--- config.mk ---
export PLATFORM = sky130hd
export DESIGN_NAME = uart_chan_ctrl
export DESIGN_NICKNAME = d
export VERILOG_FILES = /design/src/rtl/ucc_pkg.sv /design/src/rtl/ucc_mode_file.sv /design/src/rtl/ucc_cmd_decode.sv /design/src/rtl/ucc_ctl_state.sv /design/src/rtl/uart_chan_ctrl.sv
export SDC_FILE = /design/constraint.sdc
export NUM_CORES = 1
export LEC_CHECK = 0
export BUFFER_PORTS_ARGS = -buffer_cell sky130_fd_sc_hd__buf_2
export CAP_MARGIN = 30
export CORE_MARGIN = 2
export CORE_UTILIZATION = 50
export CTS_BUF_LIST = sky130_fd_sc_hd__clkbuf_4 sky130_fd_sc_hd__clkbuf_8 sky130_fd_sc_hd__clkbuf_16
export CTS_CLUSTER_SIZE = 24
export DETAILED_ROUTE_END_ITERATION = 10
export GPL_TIMING_DRIVEN = 0
export PLACE_DENSITY = 0.8
export SYNTH_ARGS = -nofsm -noshare
export SYNTH_HDL_FRONTEND = slang
export SYNTH_SLANG_ARGS = --single-unit
--- constraint.sdc ---
create_clock -name clk -period 2.2 [get_ports clk]
set_input_delay 0.22 -clock clk [delete_from_list [all_inputs] [get_ports clk]]
set_output_delay 0.22 -clock clk [all_outputs]
set_load 0.02 [all_outputs]
--- src/rtl/ucc_pkg.sv ---
// Shared definitions for the channel control front end.
// Assumes command bytes are 8 bits wide: low nibble enable bits, high nibble opcode.
package ucc_pkg;

    typedef enum logic [3:0] {
        OP_NONE      = 4'h0,
        OP_PTR_MR1   = 4'h1,
        OP_RST_RX    = 4'h2,
        OP_RST_TX    = 4'h3,
        OP_RST_ERR   = 4'h4,
        OP_RST_BRKIRQ= 4'h5,
        OP_BRK_START = 4'h6,
        OP_BRK_STOP  = 4'h7,
        OP_RTS_SET   = 4'h8,
        OP_RTS_CLR   = 4'h9,
        OP_CT_TIMER  = 4'hA,
        OP_PTR_MR0   = 4'hB,
        OP_CT_COUNT  = 4'hC
    } ucc_op_e;

    // Pointer reload requests
    typedef struct packed {
        logic to_mr0;
        logic to_mr1;
    } ucc_ptr_cmd_t;

    // Channel control requests
    typedef struct packed {
        logic rx_on;
        logic rx_off;
        logic tx_on;
        logic tx_off;
        logic rst_rx;
        logic rst_tx;
        logic rst_err;
        logic rst_brkirq;
        logic brk_start;
        logic brk_stop;
        logic rts_set;
        logic rts_clr;
        logic ct_timer;
        logic ct_count;
    } ucc_ctl_cmd_t;

endpackage

--- src/rtl/ucc_mode_file.sv ---
// Mode register file: NUM_MR registers behind one address, reached by a
// saturating pointer. Assumes at most one access per cycle; a pointer reload
// and a mode access never coincide because they use different addresses.
module ucc_mode_file #(
    parameter int DATA_W = 8,
    parameter int NUM_MR = 3
) (
    input  logic                     clk,
    input  logic                     rst_n,
    input  logic                     acc_en,
    input  logic                     acc_wr,
    input  logic [DATA_W-1:0]        wdata,
    input  logic                     ptr_load,
    input  logic [$clog2(NUM_MR)-1:0] ptr_val,
    output logic [NUM_MR*DATA_W-1:0] mr_flat,
    output logic [DATA_W-1:0]        rd_byte
);
    localparam int PTR_W = $clog2(NUM_MR);
    localparam logic [PTR_W-1:0] PTR_LAST = PTR_W'(NUM_MR - 1);

    logic [PTR_W-1:0]  ptr_q;
    logic [DATA_W-1:0] mr_q [NUM_MR];

    // Pointer: reload on command, otherwise step on each access until the last register
    always_ff @(posedge clk) begin
        if (!rst_n) begin
            ptr_q <= '0;
        end else if (ptr_load) begin
            ptr_q <= ptr_val;
        end else if (acc_en && (ptr_q != PTR_LAST)) begin
            ptr_q <= ptr_q + 1'b1;
        end
    end

    for (genvar gi = 0; gi < NUM_MR; gi++) begin : g_mr
        // Storage: capture a write aimed at this register
        always_ff @(posedge clk) begin
            if (!rst_n) begin
                mr_q[gi] <= '0;
            end else if (acc_en && acc_wr && (ptr_q == PTR_W'(gi))) begin
                mr_q[gi] <= wdata;
            end
        end
        assign mr_flat[gi*DATA_W +: DATA_W] = mr_q[gi];
    end

    // Read path: select the register under the pointer
    always_comb begin
        rd_byte = '0;
        for (int i = 0; i < NUM_MR; i++) begin
            if (ptr_q == PTR_W'(i)) rd_byte = mr_q[i];
        end
    end

endmodule

--- src/rtl/ucc_cmd_decode.sv ---
// Command byte decoder: turns one written command byte into flat request bits.
// Purely combinational; outputs are zero unless cmd_wr is high.
module ucc_cmd_decode
    import ucc_pkg::*;
(
    input  logic         cmd_wr,
    input  logic [7:0]   cmd_byte,
    output ucc_ptr_cmd_t ptr_cmd,
    output ucc_ctl_cmd_t ctl_cmd
);
    ucc_op_e op;

    // Opcode extraction from the upper nibble
    always_comb op = ucc_op_e'(cmd_byte[7:4]);

    // Request decode: enable bits plus one opcode action
    always_comb begin
        ptr_cmd = '0;
        ctl_cmd = '0;
        if (cmd_wr) begin
            ctl_cmd.rx_on  = cmd_byte[0];
            ctl_cmd.rx_off = cmd_byte[1];
            ctl_cmd.tx_on  = cmd_byte[2];
            ctl_cmd.tx_off = cmd_byte[3];
            unique case (op)
                OP_PTR_MR1:    ptr_cmd.to_mr1     = 1'b1;
                OP_PTR_MR0:    ptr_cmd.to_mr0     = 1'b1;
                OP_RST_RX:     ctl_cmd.rst_rx     = 1'b1;
                OP_RST_TX:     ctl_cmd.rst_tx     = 1'b1;
                OP_RST_ERR:    ctl_cmd.rst_err    = 1'b1;
                OP_RST_BRKIRQ: ctl_cmd.rst_brkirq = 1'b1;
                OP_BRK_START:  ctl_cmd.brk_start  = 1'b1;
                OP_BRK_STOP:   ctl_cmd.brk_stop   = 1'b1;
                OP_RTS_SET:    ctl_cmd.rts_set    = 1'b1;
                OP_RTS_CLR:    ctl_cmd.rts_clr    = 1'b1;
                OP_CT_TIMER:   ctl_cmd.ct_timer   = 1'b1;
                OP_CT_COUNT:   ctl_cmd.ct_count   = 1'b1;
                default: ;
            endcase
        end
    end

endmodule

--- src/rtl/ucc_ctl_state.sv ---
// Channel control state: enable flags, break and RTS levels, counter/timer
// select and registered one-cycle reset strobes. Clear requests win over sets.
module ucc_ctl_state
    import ucc_pkg::*;
(
    input  logic         clk,
    input  logic         rst_n,
    input  ucc_ctl_cmd_t req,
    output logic         rx_en,
    output logic         tx_en,
    output logic         rx_rst_pulse,
    output logic         tx_rst_pulse,
    output logic         err_rst_pulse,
    output logic         brk_irq_rst_pulse,
    output logic         brk_active,
    output logic         rts_active,
    output logic         ct_counter_sel
);
    // Enable flags: disable has priority within one byte
    always_ff @(posedge clk) begin
        if (!rst_n) begin
            rx_en <= 1'b0;
            tx_en <= 1'b0;
        end else begin
            if (req.rx_off)     rx_en <= 1'b0;
            else if (req.rx_on) rx_en <= 1'b1;
            if (req.tx_off)     tx_en <= 1'b0;
            else if (req.tx_on) tx_en <= 1'b1;
        end
    end

    // Level state: break, RTS and counter/timer select
    always_ff @(posedge clk) begin
        if (!rst_n) begin
            brk_active     <= 1'b0;
            rts_active     <= 1'b0;
            ct_counter_sel <= 1'b0;
        end else begin
            if (req.brk_start)     brk_active <= 1'b1;
            else if (req.brk_stop) brk_active <= 1'b0;
            if (req.rts_set)       rts_active <= 1'b1;
            else if (req.rts_clr)  rts_active <= 1'b0;
            if (req.ct_count)      ct_counter_sel <= 1'b1;
            else if (req.ct_timer) ct_counter_sel <= 1'b0;
        end
    end

    // Strobes: one registered cycle per reset request
    always_ff @(posedge clk) begin
        if (!rst_n) begin
            rx_rst_pulse      <= 1'b0;
            tx_rst_pulse      <= 1'b0;
            err_rst_pulse     <= 1'b0;
            brk_irq_rst_pulse <= 1'b0;
        end else begin
            rx_rst_pulse      <= req.rst_rx;
            tx_rst_pulse      <= req.rst_tx;
            err_rst_pulse     <= req.rst_err;
            brk_irq_rst_pulse <= req.rst_brkirq;
        end
    end

endmodule

--- src/rtl/uart_chan_ctrl.sv ---
// Per-channel control front end: mode register file behind a moving pointer
// and a command register decoder. Assumes DATA_W >= 8; commands use wdata[7:0].
module uart_chan_ctrl
    import ucc_pkg::*;
#(
    parameter int DATA_W = 8
) (
    input  logic              clk,
    input  logic              rst_n,
    input  logic              acc_valid,
    input  logic              acc_write,
    input  logic              acc_is_cmd,
    input  logic [DATA_W-1:0] wdata,
    output logic [DATA_W-1:0] rdata,
    output logic [DATA_W-1:0] mr0_q,
    output logic [DATA_W-1:0] mr1_q,
    output logic [DATA_W-1:0] mr2_q,
    output logic              rx_en,
    output logic              tx_en,
    output logic              rx_rst_pulse,
    output logic              tx_rst_pulse,
    output logic              err_rst_pulse,
    output logic              brk_irq_rst_pulse,
    output logic              brk_active,
    output logic              rts_active,
    output logic              ct_counter_sel
);
    localparam int NUM_MR = 3;
    localparam int PTR_W  = $clog2(NUM_MR);

    logic                     mode_acc;
    logic                     cmd_wr;
    ucc_ptr_cmd_t             ptr_cmd;
    ucc_ctl_cmd_t             ctl_cmd;
    logic                     ptr_load;
    logic [PTR_W-1:0]         ptr_val;
    logic [NUM_MR*DATA_W-1:0] mr_flat;
    logic [DATA_W-1:0]        rd_byte;

    // Address qualification
    always_comb begin
        mode_acc = acc_valid && !acc_is_cmd;
        cmd_wr   = acc_valid && acc_write && acc_is_cmd;
    end

    ucc_cmd_decode i_dec (
        .cmd_wr   (cmd_wr),
        .cmd_byte (wdata[7:0]),
        .ptr_cmd  (ptr_cmd),
        .ctl_cmd  (ctl_cmd)
    );

    // Pointer reload target from the decoded command
    always_comb begin
        ptr_load = ptr_cmd.to_mr0 || ptr_cmd.to_mr1;
        ptr_val  = ptr_cmd.to_mr1 ? PTR_W'(1) : PTR_W'(0);
    end

    ucc_mode_file #(.DATA_W(DATA_W), .NUM_MR(NUM_MR)) i_mf (
        .clk      (clk),
        .rst_n    (rst_n),
        .acc_en   (mode_acc),
        .acc_wr   (acc_write),
        .wdata    (wdata),
        .ptr_load (ptr_load),
        .ptr_val  (ptr_val),
        .mr_flat  (mr_flat),
        .rd_byte  (rd_byte)
    );

    ucc_ctl_state i_st (
        .clk               (clk),
        .rst_n             (rst_n),
        .req               (ctl_cmd),
        .rx_en             (rx_en),
        .tx_en             (tx_en),
        .rx_rst_pulse      (rx_rst_pulse),
        .tx_rst_pulse      (tx_rst_pulse),
        .err_rst_pulse     (err_rst_pulse),
        .brk_irq_rst_pulse (brk_irq_rst_pulse),
        .brk_active        (brk_active),
        .rts_active        (rts_active),
        .ct_counter_sel    (ct_counter_sel)
    );

    // Output mapping: mode bytes and read mux
    always_comb begin
        mr0_q = mr_flat[0*DATA_W +: DATA_W];
        mr1_q = mr_flat[1*DATA_W +: DATA_W];
        mr2_q = mr_flat[2*DATA_W +: DATA_W];
        rdata = acc_is_cmd ? '0 : rd_byte;
    end

endmodule

== Yosys cells after proc, flatten, opt, wreduce, memory -nomap -nowiden ==
Memory sizes are Yosys's and may differ from the RTL's.
Index checks and enable logic that the tools add are counted.

* Flip-flop bits (word level): 11
* Bits in writable memories: 24
* Input bits: 13
* Memories: 1

{| class="wikitable"
|+ Memory list
! name !! depth !! width !! rd ports !! clocked after Yosys merged registers in !! write ports !! RTL line !! source
|-
| i_mf.mr_q || 3 || 8 || 3 || 0 || 3 || ucc_mode_file.sv:22 || <nowiki>logic [DATA_W-1:0] mr_q [NUM_MR];</nowiki>
|}

* Add/subtract/negate cells: 1
* Equal/unequal tests: 15
* Multiplexer cells: 40
* Bitwise logic cells: 4
* Reduce and logical (&&, ||, !) cells: 18

{| class="wikitable"
|+ Operator list
! kind !! count
|-
| $mux W8 || 7
|-
| $mux W1 || 29
|-
| $eq A4 B4 Y1 const B || 5
|-
| $eq A4 B3 Y1 const B || 4
|-
| $mux W14 || 1
|-
| $eq A4 B2 Y1 const B || 2
|-
| $logic_and A1 B1 Y1 || 8
|-
| $reduce_bool A2 Y1 || 4
|-
| $mux W2 || 3
|-
| $eq A4 B1 Y1 const B || 1
|-
| $reduce_or A2 Y1 || 2
|-
| $or A1 B1 Y1 || 3
|-
| $add A2 B1 Y2 const B || 1
|-
| $eq A2 B1 Y1 const B || 1
|-
| $eq A2 B2 Y1 const B || 1
|-
| $logic_not A2 Y1 || 1
|-
| $ne A2 B2 Y1 const B || 1
|-
| $reduce_and A2 Y1 || 1
|-
| $logic_not A1 Y1 || 1
|-
| $logic_or A1 B1 Y1 || 1
|-
| $not A1 Y1 || 1
|}

== Longest topological paths before layout ==
* Word-level depth: 8
* Gate-level depth with buffers: 7
* Mapped depth without buffers: 6

== Hierarchy ==
Synthesis repeated with hierarchy kept, for this count alone.

* Cell total of the unflattened synthesis: 166
* Area, all modules: 1794.2 µm²

{| class="wikitable"
|+ Modules (own cells, without submodules)
! module !! times used !! cells each !! area each (µm²)
|-
| ucc_mode_file || 1 || 108 || 1290.0
|-
| ucc_ctl_state || 1 || 23 || 284.0
|-
| ucc_cmd_decode || 1 || 23 || 123.9
|-
| uart_chan_ctrl || 1 || 12 || 96.3
|}

== Worst setup path before layout ==
Ideal clock, no wire load.

* Path kind: reg2out
* From: reg i_mf.ptr_q[0]
* To: out rdata[0]
* Arrival time: 1.490 ns
* Slack: 0.490 ns
* Stages on the path, launching flop included: 6
* Buffers on the path: 0
* Cells stage by stage: dfxtp_1 > inv_1 > ha_1 > nor2b_1 > a221oi_1 > nor3_1

* Cells in the longest elaborated chain, start to end: 5

{| class="wikitable"
|+ RTL lines
! item !! RTL line !! source
|-
| start, declared || ucc_mode_file.sv:21 || <nowiki>logic [PTR_W-1:0] ptr_q;</nowiki>
|-
| start signal, assigned || ucc_mode_file.sv:29 || <nowiki>ptr_q <= ptr_val;</nowiki>
|-
| start signal, assigned || ucc_mode_file.sv:31 || <nowiki>ptr_q <= ptr_q + 1'b1;</nowiki>
|-
| $logic_not A2 Y1 || ucc_mode_file.sv:51 || <nowiki>if (ptr_q == PTR_W'(i)) rd_byte = mr_q[i];</nowiki>
|-
| $mux W8 (2 in a row) || ucc_mode_file.sv:51 ||
|-
| $mux W8 * || ucc_mode_file.sv:51 ||
|-
| $mux W8 * || uart_chan_ctrl.sv:91 || <nowiki>rdata = acc_is_cmd ? '0 : rd_byte;</nowiki>
|-
| end, declared || uart_chan_ctrl.sv:14 || <nowiki>output logic [DATA_W-1:0] rdata,</nowiki>
|}

Every way passes the cells marked *; elsewhere a longest branch is shown, timed or not.

== Final worst setup path ==
* From: reg i_mf.ptr_q[0]
* To: out rdata[4]

Same word-level chain as after synthesis.

==> results.tsv <==
metric	value	unit
R2R cell count	7	
dpl hpwl	2894	um
P&R area growth vs syn	21.84	%
final setup skew	0.002370	ns
RSZ-0062 raised after global routing	false	
Synth Flop Type	edfxtp_1	
multi-input logic area	661.9	sq um
synthesized area	0.001662	sq mm
Post-synth top cells	edfxtp_1, and2_1, dfxtp_1	
CP max-delay cell	dfxtp_1	
Crit. End Element	output port	
Routed WL per cell	15.12	um
Worst-Margin Slew	0.4154	ns
crit path DAT	1.80	ns
Async SR Flop Fraction	0	%
Yosys top cell area share	43.37	%
pwr dens	639.1	mW/mm^2
final hold violation count	0	
crit path launch type	flop	
Hold Path Class	input port to flop	
vias in the first global route	1216	
Die Y-Extent	61.65	um
Storage cell area	940.9	sq um
post-synthesis cell type count	34	
Ports	54	
share of cells above drive strength 1	34.30	%
Pre-antenna DRT Iters	4	
Clock Pin Slew Worst Setup and Hold Paths	0.11	ns
most frequent cell after synthesis	edfxtp_1	
sequential share of the synthesized area	56.63	%
Mean Syn Cell Area	11.15	sq um
row count	20	
total track usage	21.17	%
ANT cells	0	
antenna violations before repair	0	
crit share post-route	92.02	%
H-tree Lvls	2	
reg-to-reg setup timing slack	0.55	ns
largest net degree at the start of global routing	12	
drt via density	5.510	
synthesized net count	165	
slowest stage delay, CP	0.37	ns
reg-to-reg endpoint	i_mf.ptr_q[0]$_SDFFE_PN0P_	
Final setup viols	0	
clock net sink count	35	
Max-Cap Viols	0	
delay-heaviest family, CP	flip-flops	
slack of the critical path	0.1756	ns
Setup TNS Final	0	ns
cell taking the most area after synthesis	edfxtp_1	
Starting Density	53.55	%
Inst Count DP	244	
grt ovf	0	
LEAKAGE	0.9111	nW
Place WS	0.3410	ns
Rel. slew slack	72.30	%
FF-to-FF Start	i_mf.ptr_q[0]$_SDFFE_PN0P_	
critical path class	flop to output port	
Fmax achieved	494.0	MHz
TritonCTS clock tree	done	
Worst Hold Path EP	i_st.tx_en$_SDFFE_PP0P_	
Die X	61.65	um
Post-Syn Instances	149	
initial drt markers	75	
status	completed	
core region area	0.003103	sq mm
cts hold-fix bufs	0	
Hold Path Depth	2	
Worst path depth	6	
HP Start	wdata[3]	
Post-CTS Setup Inserts	0	
PnR Total Power	1.294	mW
input/output buffers	51	
maximum vdd ir drop	0.3985	mV
number of fill cells	280	
CP Cell Sequence	inv_1, ha_1, nor2b_2, a221oi_1, nor3_1, buf_2	
die area	0.003800	sq mm
Routed WL	3796	um
Num CTS Buffers	5	
Layout Cells excl Fill	251	
crit path time final	2.024	ns
number of gates resized after cts	0	
root buffer cell	clkbuf_4	
required time worst endpoint	1.98	ns
WP buf/inv	2	
GPL Wtd Cong	0.8179	
drc violations	0	
Final Max Slew Viols	0	
Synth area leaders	edfxtp_1, dfxtp_1, and2_1	
CP max FO	7	
number of flops mapped to enable cells by yosys	24	
later-pin clock latency in the skew report	0.34	ns
Synth warnings	0	
# nets final	222	
#FFs+latches synth	35	
vias	1383	
first-pass GRT wire length	5692	um
ANT nets after route	0	
Clock Tree Buf Depth	2	
final design utilization	65.24	%
through the flow:
stage,hold slack [ns],area [sq um]
after global routing,0.1036,2024
after global placement,0.4600,1972
final,0.1038,2024
after CTS,0.08626,2024
after detailed placement,0.4648,1972
after floorplan,0.3166,1662
area by class of cell:
class / count / area share (%)
Sequential cell: 35 / 46.48
Clock inverter: 3 / 0.7417
Inverter: 3 / 0.5562
Tap cell: 44 / 2.719
Clock buffer: 5 / 1.854
Multi-Input combinational cell: 102 / 32.69
Buffer: 8 / 2.349
Timing Repair Buffer: 51 / 12.61
state kept, by name, summed over array words and instances, names as in the netlist:
register	flops
i_mf.mr_q	24
i_st.ct_counter_sel	1
i_st.brk_irq_rst_pulse	1
i_mf.ptr_q	2
i_st.rx_en	1
i_st.tx_en	1
i_st.rx_rst_pulse	1
i_st.rts_active	1
i_st.tx_rst_pulse	1
i_st.err_rst_pulse	1
i_st.brk_active	1
placed cells by master (no fill, tap or decap), types with 2 or more instances in the layout:
master and instances:
a211oi_1 2, a21oi_1 6, a221oi_1 7, a311oi_1 4, a41o_1 2, and2_1 23
and3_1 4, buf_2 55, clkbuf_4 5, clkinv_2 3, dfxtp_1 11, edfxtp_1 24
ha_1 3, inv_1 3, nand2_1 10, nand3b_1 2, nor2_1 8, nor2b_1 9
nor2b_2 2, nor3_1 7
cell families (layout without fill, tap and decap cells):
kind of cell | after synthesis | in the layout | share of synthesized area [%]
buffers and inverters | 12 | 70 | 3.690
and+or+nand+nor | 75 | 75 | 25.90
adders and majority gates | 3 | 3 | 2.259
muxes | 1 | 1 | 0.6024
xor gates and xnor gates | 1 | 1 | 0.5272
DFF | 35 | 35 | 56.63
AOI/OAI and AO/OA | 22 | 22 | 10.39
report_power, final:
group	internal [mW]	leakage, nW	switching, mW
registers	0.727	0.338	0.0135
clock network	0.119	0.0347	0.219
logic	0.0746	0.539	0.140
worst max-delay path by stage:
stage / from / endpoint / slack (ns)
finish: i_mf.ptr_q[0]$_SDFFE_PN0P_ / rdata[4] / 0.18
global route: i_mf.ptr_q[0]$_SDFFE_PN0P_ / rdata[4] / 0.04
CTS: i_mf.ptr_q[0]$_SDFFE_PN0P_ / rdata[4] / 0.008
detailed placement: i_mf.ptr_q[0]$_SDFFE_PN0P_ / i_mf.mr_q[2][2]$_SDFFCE_PN0P_ / 0.34
global placement: i_mf.ptr_q[0]$_SDFFE_PN0P_ / rdata[4] / 0.41
floorplan: i_mf.ptr_q[0]$_SDFFE_PN0P_ / rdata[0] / 0.49
metal layers:
metal,share of wire (%),GRT usage [%]
met1,43,26.32
met2,49,36.54
met3,6.8,5.042
met4,1.1,6.383
met5,0,0
No activity file was read; power rests on OpenSTA's default activity.
